[config.mk]
export PLATFORM = sky130hd
export DESIGN_NAME = codec_regbank
export DESIGN_NICKNAME = d
export VERILOG_FILES = /design/src/rtl/codec_regs_pkg.sv /design/src/rtl/codec_write_rules.sv /design/src/rtl/codec_reg_array.sv /design/src/rtl/codec_rate_notify.sv /design/src/rtl/codec_regbank.sv
export SDC_FILE = /design/constraint.sdc
export NUM_CORES = 2
export LEC_CHECK = 0
export CAP_MARGIN = 20
export CELL_PAD_IN_SITES_DETAIL_PLACEMENT = 1
export CELL_PAD_IN_SITES_GLOBAL_PLACEMENT = 2
export CORE_UTILIZATION = 44
export DETAILED_ROUTE_END_ITERATION = 8
export DONT_BUFFER_PORTS = 1
export PLACE_DENSITY_LB_ADDON = 0.15
export SLEW_MARGIN = 20
export SYNTH_ARGS = -nofsm -noshare
export SYNTH_HDL_FRONTEND = slang
export SYNTH_SLANG_ARGS = --single-unit
[constraint.sdc]
create_clock -name clk -period 8.45 [get_ports clk]
set_input_delay 2.535 -clock clk [delete_from_list [all_inputs] [get_ports clk]]
set_output_delay 2.535 -clock clk [all_outputs]
set_load 0.01 [all_outputs]
[src/rtl/codec_regs_pkg.sv]
package codec_regs_pkg;

    localparam int REG_AW = 7;
    localparam int REG_DW = 16;

    localparam logic [REG_AW-1:0] A_SOFT_RST = 7'h00;
    localparam logic [REG_AW-1:0] A_PWR_STAT = 7'h26;
    localparam logic [REG_AW-1:0] A_EXT_ID   = 7'h28;
    localparam logic [REG_AW-1:0] A_DAC_RATE = 7'h2C;
    localparam logic [REG_AW-1:0] A_ID_HI    = 7'h7C;
    localparam logic [REG_AW-1:0] A_ID_LO    = 7'h7E;

    typedef enum logic [1:0] {
        WR_STORE,
        WR_SOFT_RESET,
        WR_LOCKED,
        WR_MASKED
    } wr_class_e;

    typedef enum logic {
        RN_IDLE,
        RN_PULSE
    } rate_state_e;

    function automatic logic [REG_DW-1:0] reset_word(input logic [REG_AW-1:0] a);
        logic [REG_DW-1:0] w;
        case (a)
            7'h00:                          w = 16'h0D50;
            7'h02, 7'h0C, 7'h0E:            w = 16'h8008;
            7'h04, 7'h06, 7'h1C:            w = 16'h8000;
            7'h10, 7'h12, 7'h14,
            7'h16, 7'h18:                   w = 16'h8808;
            7'h22:                          w = 16'h0101;
            7'h26:                          w = 16'h000F;
            7'h28:                          w = 16'h0001;
            7'h2C, 7'h32:                   w = 16'hBB80;
            7'h7C:                          w = 16'h4E53;
            7'h7E:                          w = 16'h4331;
            default:                        w = '0;
        endcase
        return w;
    endfunction

endpackage

[src/rtl/codec_write_rules.sv]
module codec_write_rules
    import codec_regs_pkg::*;
#(
    parameter int ADDR_W = REG_AW,
    parameter int DATA_W = REG_DW,
    parameter int KEEP_W = 4
) (
    input  logic              wr_en,
    input  logic [ADDR_W-1:0] addr,
    input  logic [DATA_W-1:0] wr_data,
    input  logic [DATA_W-1:0] cur_word,
    output logic              store_en,
    output logic              soft_rst,
    output logic              rate_wr,
    output logic [DATA_W-1:0] new_word
);

    localparam logic [DATA_W-1:0] KEEP_MASK = DATA_W'((1 << KEEP_W) - 1);

    wr_class_e cls;

    always_comb begin
        unique case (addr)
            A_SOFT_RST:                   cls = WR_SOFT_RESET;
            A_EXT_ID, A_ID_HI, A_ID_LO:   cls = WR_LOCKED;
            A_PWR_STAT:                   cls = WR_MASKED;
            default:                      cls = WR_STORE;
        endcase
    end

    always_comb begin
        store_en = 1'b0;
        soft_rst = 1'b0;
        new_word = wr_data;
        if (wr_en) begin
            unique case (cls)
                WR_SOFT_RESET: soft_rst = 1'b1;
                WR_LOCKED:     store_en = 1'b0;
                WR_MASKED: begin
                    store_en = 1'b1;
                    new_word = (wr_data & ~KEEP_MASK) | (cur_word & KEEP_MASK);
                end
                default:       store_en = 1'b1;
            endcase
        end
    end

    assign rate_wr = wr_en && (addr == A_DAC_RATE);

endmodule

[src/rtl/codec_reg_array.sv]
module codec_reg_array
    import codec_regs_pkg::*;
#(
    parameter int ADDR_W = REG_AW,
    parameter int DATA_W = REG_DW
) (
    input  logic              clk,
    input  logic              rst_n,
    input  logic [ADDR_W-1:0] addr,
    input  logic              store_en,
    input  logic              soft_rst,
    input  logic [DATA_W-1:0] new_word,
    output logic [DATA_W-1:0] cur_word,
    output logic [DATA_W-1:0] rd_data
);

    localparam int DEPTH = 1 << ADDR_W;

    logic [DATA_W-1:0] mem [DEPTH];

    for (genvar i = 0; i < DEPTH; i++) begin : g_word
        always_ff @(posedge clk) begin
            if (!rst_n || soft_rst) begin
                mem[i] <= reset_word(ADDR_W'(i));
            end else if (store_en && (addr == ADDR_W'(i))) begin
                mem[i] <= new_word;
            end
        end
    end

    assign cur_word = mem[addr];

    always_ff @(posedge clk) begin
        if (!rst_n) begin
            rd_data <= '0;
        end else begin
            rd_data <= cur_word;
        end
    end

    // Status nibble of the powerdown register never moves off its reset value.
    assert_pwr_nibble_R5: assert property (@(posedge clk) disable iff (!rst_n)
        mem[A_PWR_STAT][3:0] == 4'hF);

    // Soft reset restores the table, including registers far from address 0.
    assert_soft_restore_R3: assert property (@(posedge clk) disable iff (!rst_n)
        soft_rst |=> (mem[7'h02] == 16'h8008) && (mem[A_ID_HI] == 16'h4E53)
                     && (mem[A_SOFT_RST] == 16'h0D50));

    // Identity registers are never altered by writes.
    assert_id_locked_R4: assert property (@(posedge clk) disable iff (!rst_n)
        (mem[A_EXT_ID] == 16'h0001) && (mem[A_ID_HI] == 16'h4E53)
        && (mem[A_ID_LO] == 16'h4331));

endmodule

[src/rtl/codec_rate_notify.sv]
module codec_rate_notify
    import codec_regs_pkg::*;
#(
    parameter int DATA_W = REG_DW
) (
    input  logic              clk,
    input  logic              rst_n,
    input  logic              rate_wr,
    input  logic [DATA_W-1:0] wr_data,
    output logic              rate_chg,
    output logic [DATA_W-1:0] rate_val
);

    rate_state_e state, state_nx;

    always_comb begin
        unique case (state)
            RN_IDLE:  state_nx = rate_wr ? RN_PULSE : RN_IDLE;
            RN_PULSE: state_nx = rate_wr ? RN_PULSE : RN_IDLE;
            default:  state_nx = RN_IDLE;
        endcase
    end

    always_ff @(posedge clk) begin
        if (!rst_n) begin
            state <= RN_IDLE;
        end else begin
            state <= state_nx;
        end
    end

    always_ff @(posedge clk) begin
        if (!rst_n) begin
            rate_val <= reset_word(A_DAC_RATE);
        end else if (rate_wr) begin
            rate_val <= wr_data;
        end
    end

    assign rate_chg = (state == RN_PULSE);

    // Strobe appears only in the cycle after a DAC rate write.
    assert_strobe_cause_R7: assert property (@(posedge clk) disable iff (!rst_n)
        rate_chg |-> $past(rate_wr));

    // A rate write always produces the strobe carrying its data.
    assert_strobe_value_R7: assert property (@(posedge clk) disable iff (!rst_n)
        rate_wr |=> rate_chg && (rate_val == $past(wr_data)));

    // Without a rate write the announced rate holds.
    assert_rate_hold_R8: assert property (@(posedge clk) disable iff (!rst_n)
        !rate_wr |=> $stable(rate_val));

endmodule

[src/rtl/codec_regbank.sv]
module codec_regbank
    import codec_regs_pkg::*;
#(
    parameter int ADDR_W = REG_AW,
    parameter int DATA_W = REG_DW
) (
    input  logic              clk,
    input  logic              rst_n,
    input  logic              wr_en,
    input  logic [ADDR_W-1:0] addr,
    input  logic [DATA_W-1:0] wr_data,
    output logic [DATA_W-1:0] rd_data,
    output logic              rate_chg,
    output logic [DATA_W-1:0] rate_val
);

    logic              store_en;
    logic              soft_rst;
    logic              rate_wr;
    logic [DATA_W-1:0] new_word;
    logic [DATA_W-1:0] cur_word;

    codec_write_rules #(.ADDR_W(ADDR_W), .DATA_W(DATA_W)) u_rules (
        .wr_en    (wr_en),
        .addr     (addr),
        .wr_data  (wr_data),
        .cur_word (cur_word),
        .store_en (store_en),
        .soft_rst (soft_rst),
        .rate_wr  (rate_wr),
        .new_word (new_word)
    );

    codec_reg_array #(.ADDR_W(ADDR_W), .DATA_W(DATA_W)) u_array (
        .clk      (clk),
        .rst_n    (rst_n),
        .addr     (addr),
        .store_en (store_en),
        .soft_rst (soft_rst),
        .new_word (new_word),
        .cur_word (cur_word),
        .rd_data  (rd_data)
    );

    codec_rate_notify #(.DATA_W(DATA_W)) u_rate (
        .clk      (clk),
        .rst_n    (rst_n),
        .rate_wr  (rate_wr),
        .wr_data  (wr_data),
        .rate_chg (rate_chg),
        .rate_val (rate_val)
    );

    // Reset state of the visible outputs.
    assert_reset_outputs_R9: assert property (@(posedge clk)
        !rst_n |=> (rd_data == '0) && !rate_chg);

endmodule

* Word-level counts from Yosys, hierarchy flattened
Memories as Yosys holds them, arrays and structs flattened.
Cells that the tools add are included.
W data, S select, Z words.
** Cells by class
- Eq/ne operators :: 130
- Multiplexer cells :: 522
- Bitwise gates (word level) :: 129
- Reduce and logical (&&, ||, !) cells :: 134
** Operator list (count)
- $mux W16 :: 130
- $eq A7 B7 Y1 const B :: 64
- $mux W1 :: 391
- $eq A7 B6 Y1 const B :: 32
- $logic_and A1 B1 Y1 :: 129
- $or A1 B1 Y1 :: 128
- $eq A7 B5 Y1 const B :: 16
- $eq A7 B4 Y1 const B :: 8
- $eq A7 B3 Y1 const B :: 4
- $or A16 B4 Y16 :: 1
- $eq A7 B2 Y1 const B :: 2
- $eq A7 B1 Y1 const B :: 1
- $logic_not A7 Y1 :: 1
- $pmux W2 S3 :: 1
- $eq A2 B2 Y1 const B :: 2
- $reduce_or A3 Y1 :: 1
- $eq A2 B1 Y1 const B :: 1
- $reduce_or A2 Y1 :: 1
- $logic_not A1 Y1 :: 1
- $logic_or A1 B1 Y1 :: 1
** Storage, ports and cells
- Register bits :: 33
- Bits in writable memories :: 2048
- Bits of input ports :: 26
- Output and inout port bits :: 33
- Word-level logic and storage cells :: 919
- Memories :: 1
** Memory list
- u_array.mem :: words 128, bits a word 16, read ports 1, clocked after memory_dff 0, write ports 128, line codec_reg_array.sv:19 : logic [DATA_W-1:0] mem [DEPTH];

* Depth between registers and ports, before layout
- Word-level depth :: 12
- Depth in mapped cells :: 21
- Mapped depth without buffers :: 12

* Cells and area by module
A second synthesis with hierarchy kept.
** Second synthesis, totals
- Cells, all modules :: 6244
- Area, all modules :: 95343.9 um^2
** Modules (own cells, without submodules)
- codec_reg_array :: instances 1, cells an instance 6154, area an instance 94439.3 um^2, sequential area each 61819.3 um^2
- codec_rate_notify :: instances 1, cells an instance 53, area an instance 626.9 um^2, sequential area each 340.3 um^2
- codec_write_rules :: instances 1, cells an instance 37, area an instance 277.8 um^2, sequential area each 0.0 um^2

* Worst setup path after synthesis
OpenSTA, ideal clock, no wires.
- Path kind :: input to register
- Start point :: input port addr[1]
- End point :: memory u_array.mem[51][0] (netlist bit) (enable)
- Library setup time :: 0.435 ns
- Arrival time :: 6.879 ns
- Required time :: 8.015 ns
- Setup slack :: 1.136 ns
- Stages :: 15
- Path buffers :: 8
- Path through :: buf_4 > buf_6 > buf_6 > buf_2 > buf_2 > buf_4 > buf_2 > or3_1 > a21oi_1 > inv_1 > ha_1 > and2_1 > clkbuf_1 > nand2_1 > o41ai_1
** RTL lines
- start: declaration :: line codec_regbank.sv:10 : input logic [ADDR_W-1:0] addr,
- end: declaration :: line codec_reg_array.sv:19

==> results.txt <==
----------------------------------------------------
[STA]
  Final count of negative-setup-slack endpoints ... 0
  Transition time of the tightest slew-check pin ... 1.30 ns
  RSZ-0062 raised after global routing ... false
  Fin Setup TNS ... 0 ns
  Hold slack final ... 0.506 ns
  Final count of hold timing violations ... 0
  Worst setup slack after layout ... 0.897 ns
  Portion of the clock cycle consumed by the worst path in the final layout ... 89.4%
  Final critical path time including I/O delays and setup ... 7.55 ns
  Clk_skew ... 0.0664 ns
  Pins over their slew limit ... 0
  Worst rel slew slack ... 12.6%
  Highest clock frequency the design can meet ... 132 MHz

[Clocking]
  CTS tree ... done
  Post-CTS resize count ... 0
  Clk Latency, worst-skew pair ... 0.89 ns
  Clock Tree Buf Depth ... 3
  Sinks on Clock Net ... 2081
  CTS H-tree depth ... 4
  Clk pin slew, worst setup/hold paths ... 0.06 ns
  Clock tree root buffer cell ... sky130_fd_sc_hd__clkbuf_16
  Cts-stage hold buffer count ... 0
  CTS Buf Count ... 223
  Number of buffers inserted by post-CTS setup repair ... 0

[Layout]
  Most used cells in the layout excluding fill and tap cells ... 2048 x sky130_fd_sc_hd__edfxtp_1, 1349 x sky130_fd_sc_hd__and3_1, 560 x sky130_fd_sc_hd__mux4_2
  Number of standard cells in the final layout excluding fillers ... 8975
  Count of filler cells inserted in the layout ... 20347
  Proportion of layout cells with a drive suffix above 1 ... 20.9%
  Nets@finish ... 5957
  Growth of design area from synthesis to finish ... 10.6%
  Most common library cell in the layout ignoring fill and taps ... sky130_fd_sc_hd__edfxtp_1

[Route]
  Number of DRC markers after the initial detailed-route iteration ... 7587
  Vias after detailed routing ... 58191
  Wire length after detailed routing ... 323000 µm
  Number of optimization iterations in the first detailed-route pass ... 5
  Via/cell ratio ... 6.48
  Remaining antenna violation count ... 0
  Post-route DRC ... 0
  Routed length per instance ... 36.0 µm

[Yosys]
  Number of flops mapped to enable cells by yosys ... 2048
  Area share of the largest cell type after synthesis ... 64.5%
  Fraction of the yosys area taken by sequential cells ... 65.2%
  Top FF cell, synth ... sky130_fd_sc_hd__edfxtp_1
  Mean Syn Cell Area ... 15.2 µm²
  Cells after Synth ... 6268
  Synthesized-area fraction occupied by ao, oa, aoi and oai cells ... 2.70%
  Adder and majority cell fraction of the synthesized area ... 0.0263%
  Top cells by area in the synthesized netlist ... sky130_fd_sc_hd__edfxtp_1 65%, sky130_fd_sc_hd__mux4_2 13%, sky130_fd_sc_hd__and3_1 8.9%
  Multiplexer share of the synthesized area ... 14.6%
  Share of synthesized registers carrying an async set or reset ... 0%
  Ys Warns ... 0
  Largest family of logic cells by synthesized area ... multiplexers
  Number of distinct library cell variants in the gate-level netlist after synthesis ... 70
  Number of synthesized register bits ... 2081
  Area of the mapped netlist ... 95300 µm²
  Post-Synth Simple-Gate Area ... 13.5%
  Synthesized-area fraction occupied by xor and xnor cells ... 0%
  Cell type contributing the most total cell area after synthesis ... sky130_fd_sc_hd__edfxtp_1
  Synth Net Count ... 6296

[Power and ir drop]
  Pwr dens ... 222 nW/µm²
  Part of the total power dissipated in combinational logic ... 7.7%
  Reported leakage power ... 39.3 nW
  Sequential share of power ... 51.4%
  Internal power consumption ... 0.0178 W
  Switching power ... 0.00560 W
  Worst supply voltage drop on vdd ... 220 µV
  Share of power burned in the clock network ... 40.9%
  Switching share of power ... 23.9%

[Floorplanning]
  Die boundary height ... 467 µm
  Die Outline Area ... 218000 µm²
  Initial standard-cell utilization of the core ... 44.4%
  Die width ... 467 µm
  Core Region ... 215000 µm²
  Number of core rows ... 170
  # IOs ... 59

[Global routing]
  Number of antenna violations at the first check in global routing ... 29
  Wire length of the first global-routing pass ... 458000 µm
  Overall fraction of global-route tracks in use ... 29.5%
  Largest net degree at the start of global routing ... 530
  Via count of the first global-routing pass ... 59386
  Congestion Overflow GR ... 0

[Critical path]
  CP Capture Type ... flip-flop
  WS Path Type ... input port to flip-flop
  Cell count of the worst reg-to-reg path ... 7
  Crit path max fanout ... 158
  Reg-to-reg setup timing slack ... 4.55 ns
  Startpoint of the worst-slack reg-to-reg timing path ... u_array.mem[53][0]
  Kind of launch point of the worst setup path ... input port
  Arrival time at the worst endpoint ... 8.10 ns
  Required @ worst endpoint ... 9.00 ns
  R2R Path End ... u_array.mem[62][0]

[Run]
  Max-Cap Viols ... 0

[Run status]
  Status ... finished clean

[Place]
  Number of buffer cells added on primary ports ... 0
  Final Wtd Congestion ... 0.845
  Final HPWL DP ... 181000 µm
  Total placed cells including tap cells ... 8527
  Post-place setup slack ... 1.64 ns

[Hold path]
  Endpoint of the worst hold-timing path ... u_rate.rate_val[5]
  Cells on Worst Hold Path ... 2
  Type of the worst min-delay path ... flip-flop to flip-flop
  Source of the worst hold timing path ... u_rate.rate_val[5]

----------------------------------------------------
==> critical path: stages <==
cell and delay [ns]:
sky130_fd_sc_hd__buf_16 0.64, sky130_fd_sc_hd__buf_16 0.51, sky130_fd_sc_hd__buf_16 0.47, sky130_fd_sc_hd__mux4_2 0.67
sky130_fd_sc_hd__a22oi_1 0.18, sky130_fd_sc_hd__a31oi_1 0.14, sky130_fd_sc_hd__nand2_1 0.27, sky130_fd_sc_hd__a41o_4 0.99
sky130_fd_sc_hd__buf_4 0.73, sky130_fd_sc_hd__nor3_1 0.14
==> kinds of logic after synthesis <==
kind of cell	count (synthesis)
AOI/OAI and AO/OA	428
adders and majority gates	2
DFF	2081
and+or+nand+nor	2292
buffers and inverters	800
muxes	665
==> how the worst max path moves through the flow <==
| stage | cells after the start | start | endpoint |
|---|---|---|---|
| 2_1_floorplan | 15 | addr[1] | u_array.mem[51][0] |
| 3_3_place_gp | 10 | addr[1] | u_array.mem[81][5] |
| 3_5_place_dp | 11 | addr[2] | u_array.mem[101][6] |
| 4_1_cts | 9 | addr[1] | u_array.mem[101][4] |
| 5_1_grt | 10 | addr[1] | u_array.mem[62][0] |
| 6_report | 10 | addr[1] | u_array.mem[62][0] |
==> Yosys cell counts (all sizes together) (19+ instances only) <==
cell    instances
a211oi         27
a21oi         153
a22o           20
a22oi          22
and2          152
and3         1349
buf           239
clkbuf        555
dfxtp          33
edfxtp       2048
mux2i          78
mux4          577
nand2         218
nand3          44
nor2          301
nor3          139
o21ai         138
o221ai         19
or3            51
==> power groups by stage <==
| stage | logic, W | clock network, W | registers, W |
|---|---|---|---|
| after floorplan | 0.00115 | 0 | 0.0122 |
| after global placement | 0.00162 | 0 | 0.0122 |
| after detailed placement | 0.00164 | 0 | 0.0123 |
| after CTS | 0.00165 | 0.00972 | 0.0120 |
| after global routing | 0.00185 | 0.0100 | 0.0121 |
| final | 0.00180 | 0.00958 | 0.0120 |
==> layout make-up <==
| cell class | instances | area (µm²) | area share (%) |
|---|---|---|---|
| clock buffer | 305 | 6040 | 5.73 |
| timing repair buffer | 230 | 2290 | 2.17 |
| sequential | 2081 | 62200 | 59.0 |
| inverter | 6 | 22.5 | 0.0214 |
| tap | 2838 | 3550 | 3.37 |
| clock inverter | 119 | 1030 | 0.981 |
| multi-input combinational | 3387 | 30300 | 28.8 |
| antenna | 9 | 22.5 | 0.0214 |
==> metrics by stage <==
stage	utilization, %	power, W	cell area, µm²
after floorplan	-	0.0133	95300
after CTS	48.9	0.0234	105000
final	49.1	0.0234	105000
after detailed placement	45.6	0.0139	98000
after global routing	49.1	0.0240	105000
after global placement	45.5	0.0138	97700
==> state kept, by name (all words and copies together), names as in the netlist <==
name,flops
u_rate.rate_chg,1
u_array.rd_data,16
u_array.mem,2048
u_rate.rate_val,16
==> metal layers <==
metal | track usage (%) | wire length [µm] | vias up | share of wire (%)
met3 | 5.21 | 25400 | 442 | 7.9
met1 | 41.6 | 134000 | 31400 | 42
met2 | 47.0 | 154000 | 2479 | 48
li1 | - | - | 23856 | -
met4 | 8.40 | 9440 | 14 | 2.9
met5 | 0 | 101 | - | 0.031
Note: power is estimated with default switching activity, not from simulation.
